`config.mk`:
```
export PLATFORM = sky130hd
export DESIGN_NAME = ldev_cfg_port
export DESIGN_NICKNAME = d
export VERILOG_FILES = /design/src/rtl/ldev_cfg_pkg.sv /design/src/rtl/ldev_cfg_gate.sv /design/src/rtl/ldev_cfg_bank.sv /design/src/rtl/ldev_cfg_port.sv
export SDC_FILE = /design/constraint.sdc
export NUM_CORES = 1
export LEC_CHECK = 0
export ABC_AREA = 1
export ABC_CLOCK_PERIOD_IN_PS = 5200
export CAP_MARGIN = 20
export CORE_UTILIZATION = 55
export CTS_CLUSTER_SIZE = 14
export DETAILED_ROUTE_END_ITERATION = 12
export PLACE_DENSITY = 0.86
export SYNTH_ARGS = -nofsm -noshare
export SYNTH_HDL_FRONTEND = slang
export SYNTH_SLANG_ARGS = --single-unit
```
`constraint.sdc`:
```
create_clock -name clk_i -period 5.2 [get_ports clk_i]
set_input_delay 1.56 -clock clk_i [delete_from_list [all_inputs] [get_ports clk_i]]
set_output_delay 1.56 -clock clk_i [all_outputs]
set_load 0.005 [all_outputs]
```
`src/rtl/ldev_cfg_pkg.sv`:
```
package ldev_cfg_pkg;
  localparam int DATA_W  = 8;
  localparam int BASE_W  = 2 * DATA_W;
  localparam int IRQ_W   = DATA_W;
  localparam int NUM_DEV = 9;

  // ascending device numbers; position in list = output slot
  localparam logic [DATA_W-1:0] DEV_ID [NUM_DEV] = '{
    8'h02, 8'h03, 8'h04, 8'h05, 8'h07, 8'h0B, 8'h0C, 8'h0D, 8'h0E
  };

  localparam logic [DATA_W-1:0] REG_LDN      = 8'h07;
  localparam logic [DATA_W-1:0] REG_ENABLE   = 8'h30;
  localparam logic [DATA_W-1:0] REG_BASE_HI  = 8'h60;
  localparam logic [DATA_W-1:0] REG_BASE_LO  = 8'h61;
  localparam logic [DATA_W-1:0] REG_IRQ_NUM  = 8'h70;
  localparam logic [DATA_W-1:0] REG_IRQ_TYPE = 8'h71;

  localparam logic [DATA_W-1:0] KEY_OPEN    = 8'hA5;
  localparam logic [DATA_W-1:0] KEY_CLOSE   = 8'hAA;
  localparam logic [DATA_W-1:0] LOCKED_READ = 8'hFF;

  typedef enum logic [1:0] {
    GATE_LOCKED = 2'd0,
    GATE_HALF   = 2'd1,
    GATE_OPEN   = 2'd2
  } gate_state_e;

  typedef struct packed {
    logic              en;
    logic [BASE_W-1:0] base;
    logic [IRQ_W-1:0]  irq;
    logic              irq_low;
  } dev_cfg_t;
endpackage

```
`src/rtl/ldev_cfg_gate.sv`:
```
module ldev_cfg_gate
  import ldev_cfg_pkg::*;
(
  input  logic              clk_i,
  input  logic              rst_ni,
  input  logic              idx_wr_i,
  input  logic [DATA_W-1:0] wdata_i,
  output logic              unlocked_o,
  output logic [DATA_W-1:0] index_o
);
  gate_state_e state_q;

  always_ff @(posedge clk_i or negedge rst_ni) begin
    if (!rst_ni) begin
      state_q <= GATE_LOCKED;
      index_o <= '0;
    end else if (idx_wr_i) begin
      unique case (state_q)
        GATE_LOCKED: if (wdata_i == KEY_OPEN) state_q <= GATE_HALF;
        GATE_HALF:   state_q <= (wdata_i == KEY_OPEN) ? GATE_OPEN : GATE_LOCKED;
        GATE_OPEN: begin
          if (wdata_i == KEY_CLOSE) state_q <= GATE_LOCKED;
          else                      index_o <= wdata_i;
        end
        default:     state_q <= GATE_LOCKED;
      endcase
    end
  end

  assign unlocked_o = (state_q == GATE_OPEN);
endmodule

```
`src/rtl/ldev_cfg_bank.sv`:
```
module ldev_cfg_bank
  import ldev_cfg_pkg::*;
(
  input  logic              clk_i,
  input  logic              rst_ni,
  input  logic              wr_i,
  input  logic [DATA_W-1:0] reg_i,
  input  logic [DATA_W-1:0] wdata_i,
  output logic [DATA_W-1:0] rdata_o,
  output dev_cfg_t          cfg_o
);
  always_ff @(posedge clk_i or negedge rst_ni) begin
    if (!rst_ni) begin
      cfg_o <= '0;
    end else if (wr_i) begin
      case (reg_i)
        REG_ENABLE:   cfg_o.en                      <= wdata_i[0];
        REG_BASE_HI:  cfg_o.base[BASE_W-1:DATA_W]   <= wdata_i;
        REG_BASE_LO:  cfg_o.base[DATA_W-1:0]        <= wdata_i;
        REG_IRQ_NUM:  cfg_o.irq                     <= wdata_i;
        REG_IRQ_TYPE: cfg_o.irq_low                 <= wdata_i[0];
        default: ;
      endcase
    end
  end

  always_comb begin
    case (reg_i)
      REG_ENABLE:   rdata_o = {{(DATA_W-1){1'b0}}, cfg_o.en};
      REG_BASE_HI:  rdata_o = cfg_o.base[BASE_W-1:DATA_W];
      REG_BASE_LO:  rdata_o = cfg_o.base[DATA_W-1:0];
      REG_IRQ_NUM:  rdata_o = cfg_o.irq;
      REG_IRQ_TYPE: rdata_o = {{(DATA_W-1){1'b0}}, cfg_o.irq_low};
      default:      rdata_o = '0;
    endcase
  end
endmodule

```
`src/rtl/ldev_cfg_port.sv`:
```
module ldev_cfg_port
  import ldev_cfg_pkg::*;
#(
  parameter int                ADDR_W   = 16,
  parameter logic [ADDR_W-1:0] IDX_PORT = 16'h002E,
  parameter logic [ADDR_W-1:0] DAT_PORT = 16'h002F
) (
  input  logic                      clk_i,
  input  logic                      rst_ni,
  input  logic                      io_wr_i,
  input  logic                      io_rd_i,
  input  logic [ADDR_W-1:0]         io_addr_i,
  input  logic [DATA_W-1:0]         io_wdata_i,
  output logic [DATA_W-1:0]         io_rdata_o,
  output logic [NUM_DEV-1:0]        dev_en_o,
  output logic [NUM_DEV*BASE_W-1:0] dev_base_o,
  output logic [NUM_DEV*IRQ_W-1:0]  dev_irq_num_o,
  output logic [NUM_DEV-1:0]        dev_irq_low_o
);
  logic              idx_sel, dat_sel, idx_wr, dat_wr;
  logic              unlocked;
  logic [DATA_W-1:0] index_q, ldn_q, reg_rdata;
  logic [NUM_DEV-1:0] bank_hit;
  logic [DATA_W-1:0] bank_rdata [NUM_DEV];

  assign idx_sel = (io_addr_i == IDX_PORT);
  assign dat_sel = (io_addr_i == DAT_PORT);
  assign idx_wr  = io_wr_i && idx_sel;
  assign dat_wr  = io_wr_i && dat_sel && unlocked;

  ldev_cfg_gate u_gate (
    .clk_i      (clk_i),
    .rst_ni     (rst_ni),
    .idx_wr_i   (idx_wr),
    .wdata_i    (io_wdata_i),
    .unlocked_o (unlocked),
    .index_o    (index_q)
  );

  always_ff @(posedge clk_i or negedge rst_ni) begin
    if (!rst_ni)                          ldn_q <= '0;
    else if (dat_wr && index_q == REG_LDN) ldn_q <= io_wdata_i;
  end

  for (genvar i = 0; i < NUM_DEV; i++) begin : g_bank
    dev_cfg_t cfg;
    assign bank_hit[i] = (ldn_q == DEV_ID[i]);

    ldev_cfg_bank u_bank (
      .clk_i   (clk_i),
      .rst_ni  (rst_ni),
      .wr_i    (dat_wr && bank_hit[i]),
      .reg_i   (index_q),
      .wdata_i (io_wdata_i),
      .rdata_o (bank_rdata[i]),
      .cfg_o   (cfg)
    );

    assign dev_en_o[i]                      = cfg.en;
    assign dev_base_o[i*BASE_W +: BASE_W]   = cfg.base;
    assign dev_irq_num_o[i*IRQ_W +: IRQ_W]  = cfg.irq;
    assign dev_irq_low_o[i]                 = cfg.irq_low;
  end

  always_comb begin
    reg_rdata = '0;
    if (index_q == REG_LDN) begin
      reg_rdata = ldn_q;
    end else begin
      for (int i = 0; i < NUM_DEV; i++)
        if (bank_hit[i]) reg_rdata = reg_rdata | bank_rdata[i];
    end
  end

  always_ff @(posedge clk_i or negedge rst_ni) begin
    if (!rst_ni) begin
      io_rdata_o <= '0;
    end else if (io_rd_i) begin
      if (dat_sel)      io_rdata_o <= unlocked ? reg_rdata : LOCKED_READ;
      else if (idx_sel) io_rdata_o <= unlocked ? index_q : LOCKED_READ;
      else              io_rdata_o <= '0;
    end
  end
endmodule

```
==> impl_metrics.tcl, run 1 <==
set metrics [dict create \
    clk_latency_ps 530 \
    drt-total-wl_mm 41.5 \
    cts_tree "done" \
    synth-adder-area-share_pct 0 \
    drc 0 \
    cp-start-kind "input pin" \
    coreArea_um2 21200 \
    nets 1785 \
    ctsResizeCount 0 \
    num_rows 53 \
    seq_area_frac_synth_pct 54.1 \
    gp_congestion 1.00 \
    syn_inst 1530 \
    power.total_mw 4.02 \
    tightest_slew_ps 1150 \
    muxShareOfSynthArea_pct 0 \
    tns_ps 0 \
    max_slew_margin_pct 23.4 \
    synthSimpleGateAreaFrac_pct 29.1 \
    drtIter0Drc 1142 \
    wl_per_cell_um 20.3 \
    synth.avg_cell_area_um2 7.85 \
    num_vias 12100 \
    h-tree-depth 1 \
    outcome "completed" \
    peakVddDrop_uv 227 \
    maxCapViolCount 0 \
    dieArea_um2 22400 \
    dpl.cell_count 2003 \
    drive_above_1_share_pct 4.85 \
    die_width_um 150 \
    timing.final.crit_share_pct 71.5 \
    numCtsBuffers 26 \
    ant_nets 0 \
    grt_pass1_vias 11500 \
    slew_viol_final 0 \
    p_leak_nw 6.92 \
    yosys-top-cells-area "dfrtp_1, nand2_1, o21ai_0" \
    ys_types 26 \
    timing.clock.skew_ps 9.81 \
    die_h_um 150 \
    post-dp-hpwl_mm 27.9 \
    worstReg2RegStart "u_gate.index_o[7]" \
    grtUsageTotal_pct 37.2 \
    postCtsHoldBufs 0 \
    syn_to_final_growth_pct 30.9 \
    crit_required_ps 5580 \
    synth_top_family_by_area "simple AND/OR/NAND/NOR gates" \
    synth-compound-area-share_pct 11.8 \
    end_kind "register" \
    synth_area_um2 12000 \
    ys_seq_elements 260 \
    hp-start "io_rdata_o[6]" \
    clockRootBuffer "clkbuf_16" \
    hold_viol 0 \
    hp-class "register to register" \
    setup.worst_path.class "input pin to register" \
    post_layout_nonfiller_instances 2048 \
    cts_sinks 260 \
    overflow 0 \
    yosysWarnings 0 \
    holdWs_ps 479 \
    clkTransAtPathRegs_ps 60 \
    period_needed_ps 3720 \
    synth_top_area_share_pct 54.1 \
    via_per_inst 5.93 \
    start_util_pct 56.6 \
    synth_xor_area_share_pct 0 \
    p_per_area_nw_per_um2 255 \
    antenna_found_initial 0 \
    max_freq_mhz 269 \
    grt_setup_unrepaired "no" \
    finalSetupViolCount 0 \
    final_area_um2 15700 \
    grt_pass1_wl_mm 63.4 \
    grt_max_degree 136 \
    placed_area_um2 14900 \
    antenna_cells 0 \
    clk_path_buf_depth 3 \
    startpoint "io_addr_i[3]" \
    postCtsSetupRepairBufs 0 \
    cp_max_fo 16 \
    yosysTopAreaCell "dfrtp_1" \
    ios 270 \
    syn_nets 1558 \
    crit_arrival_ps 4100 \
    dr.pass1.iters 5 \
    port_buffers 269 \
]
[path summary, 6_finish.rpt]
kind                                                   end  slack (ps)  depth (start not counted)
worst min-delay path                         io_rdata_o[6]         480                          2
max in group asynchronous        g_bank[0].u_bank.cfg_o[7]        3040                          2
worst max register to register               io_rdata_o[5]        1700                         14
worst min register to register               io_rdata_o[6]         480                          2
worst max-delay path            g_bank[2].u_bank.cfg_o[10]        1480                         10
min in group asynchronous       g_bank[4].u_bank.cfg_o[13]        1120                          1
[worst max-delay path, stage by stage]
cell	delay (ps)
clkdlybuf4s50_1	450
nand2_1	50
inv_1	230
nand3_1	130
nor3_2	280
nand3_4	270
nor3_2	420
nand2_1	400
nand2_1	170
o21ai_0	110
[final cells by class]
class	instances	area (um2)
flip-flops and latches	260	6510
fillers	1535	5490
multi-input cells	1122	4920
repair buffers	289	2900
clock buffers	39	791
well taps	275	344
inverters	58	218
clock inverters	5	55.1
[synth_stat cells]
cell / instances
and3_1: 1
or2_2: 1
nand3_4: 1
nor3_1: 4
nor3_2: 5
inv_1: 54
nand2_2: 4
inv_2: 4
nor4_1: 4
clkbuf_1: 63
o311ai_0: 8
nand4_1: 10
o21ai_1: 37
dfrtp_1: 260
nor2_1: 52
buf_4: 1
a21oi_1: 11
buf_2: 26
and2_1: 1
nor4_2: 1
nor4_4: 3
nand3_1: 116
nor2_2: 7
nand2_1: 634
o21bai_1: 1
o21ai_0: 221
[state kept, by name, summed over array words and instances, names as in the netlist]
name                 count
u_gate.state_q           2
ldn_q                    8
g_bank.u_bank.cfg_o    234
u_gate.index_o           8
io_rdata_o               8
[power by group]
part	switching, mW	total (mW)	internal [mW]
Combinational	0.0909	0.120	0.0288
Clock	0.783	1.87	1.09
Sequential	0.0000105	2.02	2.02
Total	0.874	4.02	3.14
[metrics by stage]
| step | setup slack (ps) | util [%] |
|---|---|---|
| 2_1_floorplan | 2100 | - |
| 3_3_place_gp | 1120 | 70.0 |
| 3_5_place_dp | 969 | 70.0 |
| 4_1_cts | 1510 | 74.0 |
| 5_1_grt | 1200 | 74.1 |
| 6_report | 1480 | 74.1 |
[cell families after synthesis]
group,Yosys count
simple gates,844
buf+inv,148
compound gates,278
flops,260
[cells in the final DEF (no fill, tap or decap), drive strengths merged, types with 9 or more instances in the layout]
master / instances
a21oi: 11
buf: 21
clkbuf: 39
clkdlybuf4s50: 268
dfrtp: 260
inv: 58
nand2: 638
nand3: 117
nand4: 10
nor2: 59
nor3: 9
o21ai: 258
[metal layers]
metal / GRT usage [%] / up-vias / share of wire (%)
met4: 15.2 / 0 / 4.3
met3: 6.07 / 138 / 11
met2: 58.6 / 808 / 47
met1: 51.5 / 5781 / 38
met5: 0 / - / 0
li1: - / 5419 / -
Note: power is estimated with default switching activity, not from simulation.
==> run 2, diff against run 1 <==
--- a/config.mk
+++ b/config.mk
@@ -6,12 +6,12 @@
 export NUM_CORES = 1
 export LEC_CHECK = 0
 export ABC_AREA = 1
-export ABC_CLOCK_PERIOD_IN_PS = 5200
+export ABC_CLOCK_PERIOD_IN_PS = 3800
 export CAP_MARGIN = 20
-export CORE_UTILIZATION = 55
+export CORE_UTILIZATION = 51
 export CTS_CLUSTER_SIZE = 14
 export DETAILED_ROUTE_END_ITERATION = 12
-export PLACE_DENSITY = 0.86
+export PLACE_DENSITY = 0.81
 export SYNTH_ARGS = -nofsm -noshare
 export SYNTH_HDL_FRONTEND = slang
 export SYNTH_SLANG_ARGS = --single-unit
==> constraint.sdc (replaced) <==
create_clock -name clk_i -period 3.8 [get_ports clk_i]
set_input_delay 1.14 -clock clk_i [delete_from_list [all_inputs] [get_ports clk_i]]
set_output_delay 1.14 -clock clk_i [all_outputs]
set_load 0.005 [all_outputs]
==> impl_metrics.tcl, run 2 (synthesized netlist as in run 1, its figures left out) <==
set metrics [dict create \
    timing.clock.skew_ps 13.1 \
    grt_pass1_vias 11500 \
    period_needed_ps 3120 \
    dieArea_um2 24200 \
    timing.final.crit_share_pct 82.2 \
    num_rows 55 \
    h-tree-depth 1 \
    numCtsBuffers 28 \
    p_per_area_nw_per_um2 370 \
    largest_register_ffs 234 \
    dr.pass1.iters 6 \
    top_register "g_bank.u_bank.cfg_o" \
    crit_arrival_ps 3510 \
    clockRootBuffer "clkbuf_16" \
    final_area_um2 16000 \
    die_width_um 156 \
    via_per_inst 5.71 \
    final_common_cell "nand2_1" \
    seqCellArea_um2 6510 \
    post-dp-hpwl_mm 28.6 \
    num_vias 12000 \
    postCtsHoldBufs 0 \
    ant_nets 0 \
    antenna_found_initial 0 \
    clk_path_buf_depth 3 \
    gp_congestion 0.960 \
    drive_above_1_share_pct 5.97 \
    grt_pass1_wl_mm 64.8 \
    end_kind "register" \
    maxCapViolCount 0 \
    drc 0 \
    port_buffers 269 \
    drtIter0Drc 1346 \
    hold_viol 0 \
    tns_ps 0 \
    slew_viol_final 0 \
    nFillCells 1822 \
    clkTransAtPathRegs_ps 60 \
    setup.worst_path.class "input pin to register" \
    syn_to_final_growth_pct 33.4 \
    p_leak_nw 7.05 \
    hp-class "register to register" \
    placed_area_um2 15000 \
    crit_required_ps 4190 \
    max_freq_mhz 320 \
    cts_tree "done" \
    start_util_pct 52.6 \
    fin_util_pct 70.1 \
    multiInputGateArea_um2 4920 \
    grt_setup_unrepaired "no" \
    postCtsSetupRepairBufs 0 \
    nets 1797 \
    outcome "completed" \
    ios 270 \
    power.total_mw 5.93 \
    ctsResizeCount 0 \
    overflow 0 \
    coreArea_um2 22800 \
    clk_latency_ps 540 \
    wl_per_cell_um 19.8 \
    holdWs_ps 487 \
    drt-total-wl_mm 41.6 \
    max_slew_margin_pct 40.7 \
    antenna_cells 0 \
    tightest_slew_ps 882 \
    cts_sinks 260 \
    peakVddDrop_uv 292 \
    die_h_um 156 \
    cp-start-kind "input pin" \
    mostFrequentLayoutCells "nand2_1, clkdlybuf4s50_1, dfrtp_1" \
    finalSetupViolCount 0 \
    grt_max_degree 97 \
    cp_max_fo 16 \
    grtUsageTotal_pct 35.0 \
]
## run 2: cell types whose count changed in the layout (fill, tap and decap cells not counted)
cell / change
buf_12: +1
buf_16: -1
buf_4: +11
buf_8: -1
bufinv_16: +4
clkbuf_1: -3
clkbuf_16: +2
clkbuf_8: -1
clkinv_2: +3
clkinv_4: +1
clkinvlp_4: +1
inv_6: +1
## run 2: power breakdown
| part | internal (mW) | leakage (nW) | total [mW] | switching, mW |
|---|---|---|---|---|
| sequential | 2.77 | 3.62 | 2.77 | 0.0000147 |
| clock | 1.85 | 0.502 | 3.00 | 1.15 |
| combinational | 0.0413 | 2.93 | 0.166 | 0.124 |
## run 2: final timing paths
kind                                        start                          to  slack, ps  cells past startpoint
worst max-delay path                 io_addr_i[9]   g_bank[8].u_bank.cfg_o[5]        680                     10
worst min-delay path                io_rdata_o[2]               io_rdata_o[2]        490                      2
worst max register to register  u_gate.index_o[4]               io_rdata_o[5]        720                     14
worst min register to register      io_rdata_o[2]               io_rdata_o[2]        490                      2
max in group asynchronous                  rst_ni   g_bank[1].u_bank.cfg_o[2]       2370                      2
min in group asynchronous                  rst_ni  g_bank[4].u_bank.cfg_o[13]        620                      1
## run 2: area by class of cell
type | count | share of cell area [%]
clock inverters | 15 | 1.34
clock buffers | 37 | 5.09
well taps | 313 | 2.44
multi-input cells | 1122 | 30.7
flip-flops and latches | 260 | 40.6
repair buffers | 299 | 18.5
inverters | 58 | 1.36
## run 2: per-layer routing
layer,GRT usage [%],vias up,routed length (um)
li1,-,5453,-
met1,47.4,5713,16200
met2,55.5,736,19400
met3,7.24,115,4470
met4,13.7,0,1600
met5,0,-,0
## run 2: per-stage QoR
step                std cells  setup WS [ps]
finish                   2104            677
detailed placement       2052            199
CTS                      2104            733
global placement         2052            310
global route             2104            511
floorplan                1530           1120
## run 2: worst max-delay path, cell delays in order
cell,delay (ps)
clkdlybuf4s50_1,410
nor2_1,160
nand4_1,150
nor3_2,290
nand3_4,240
buf_4,220
nor2_2,220
nand2_1,390
nand2_1,180
o21ai_0,110
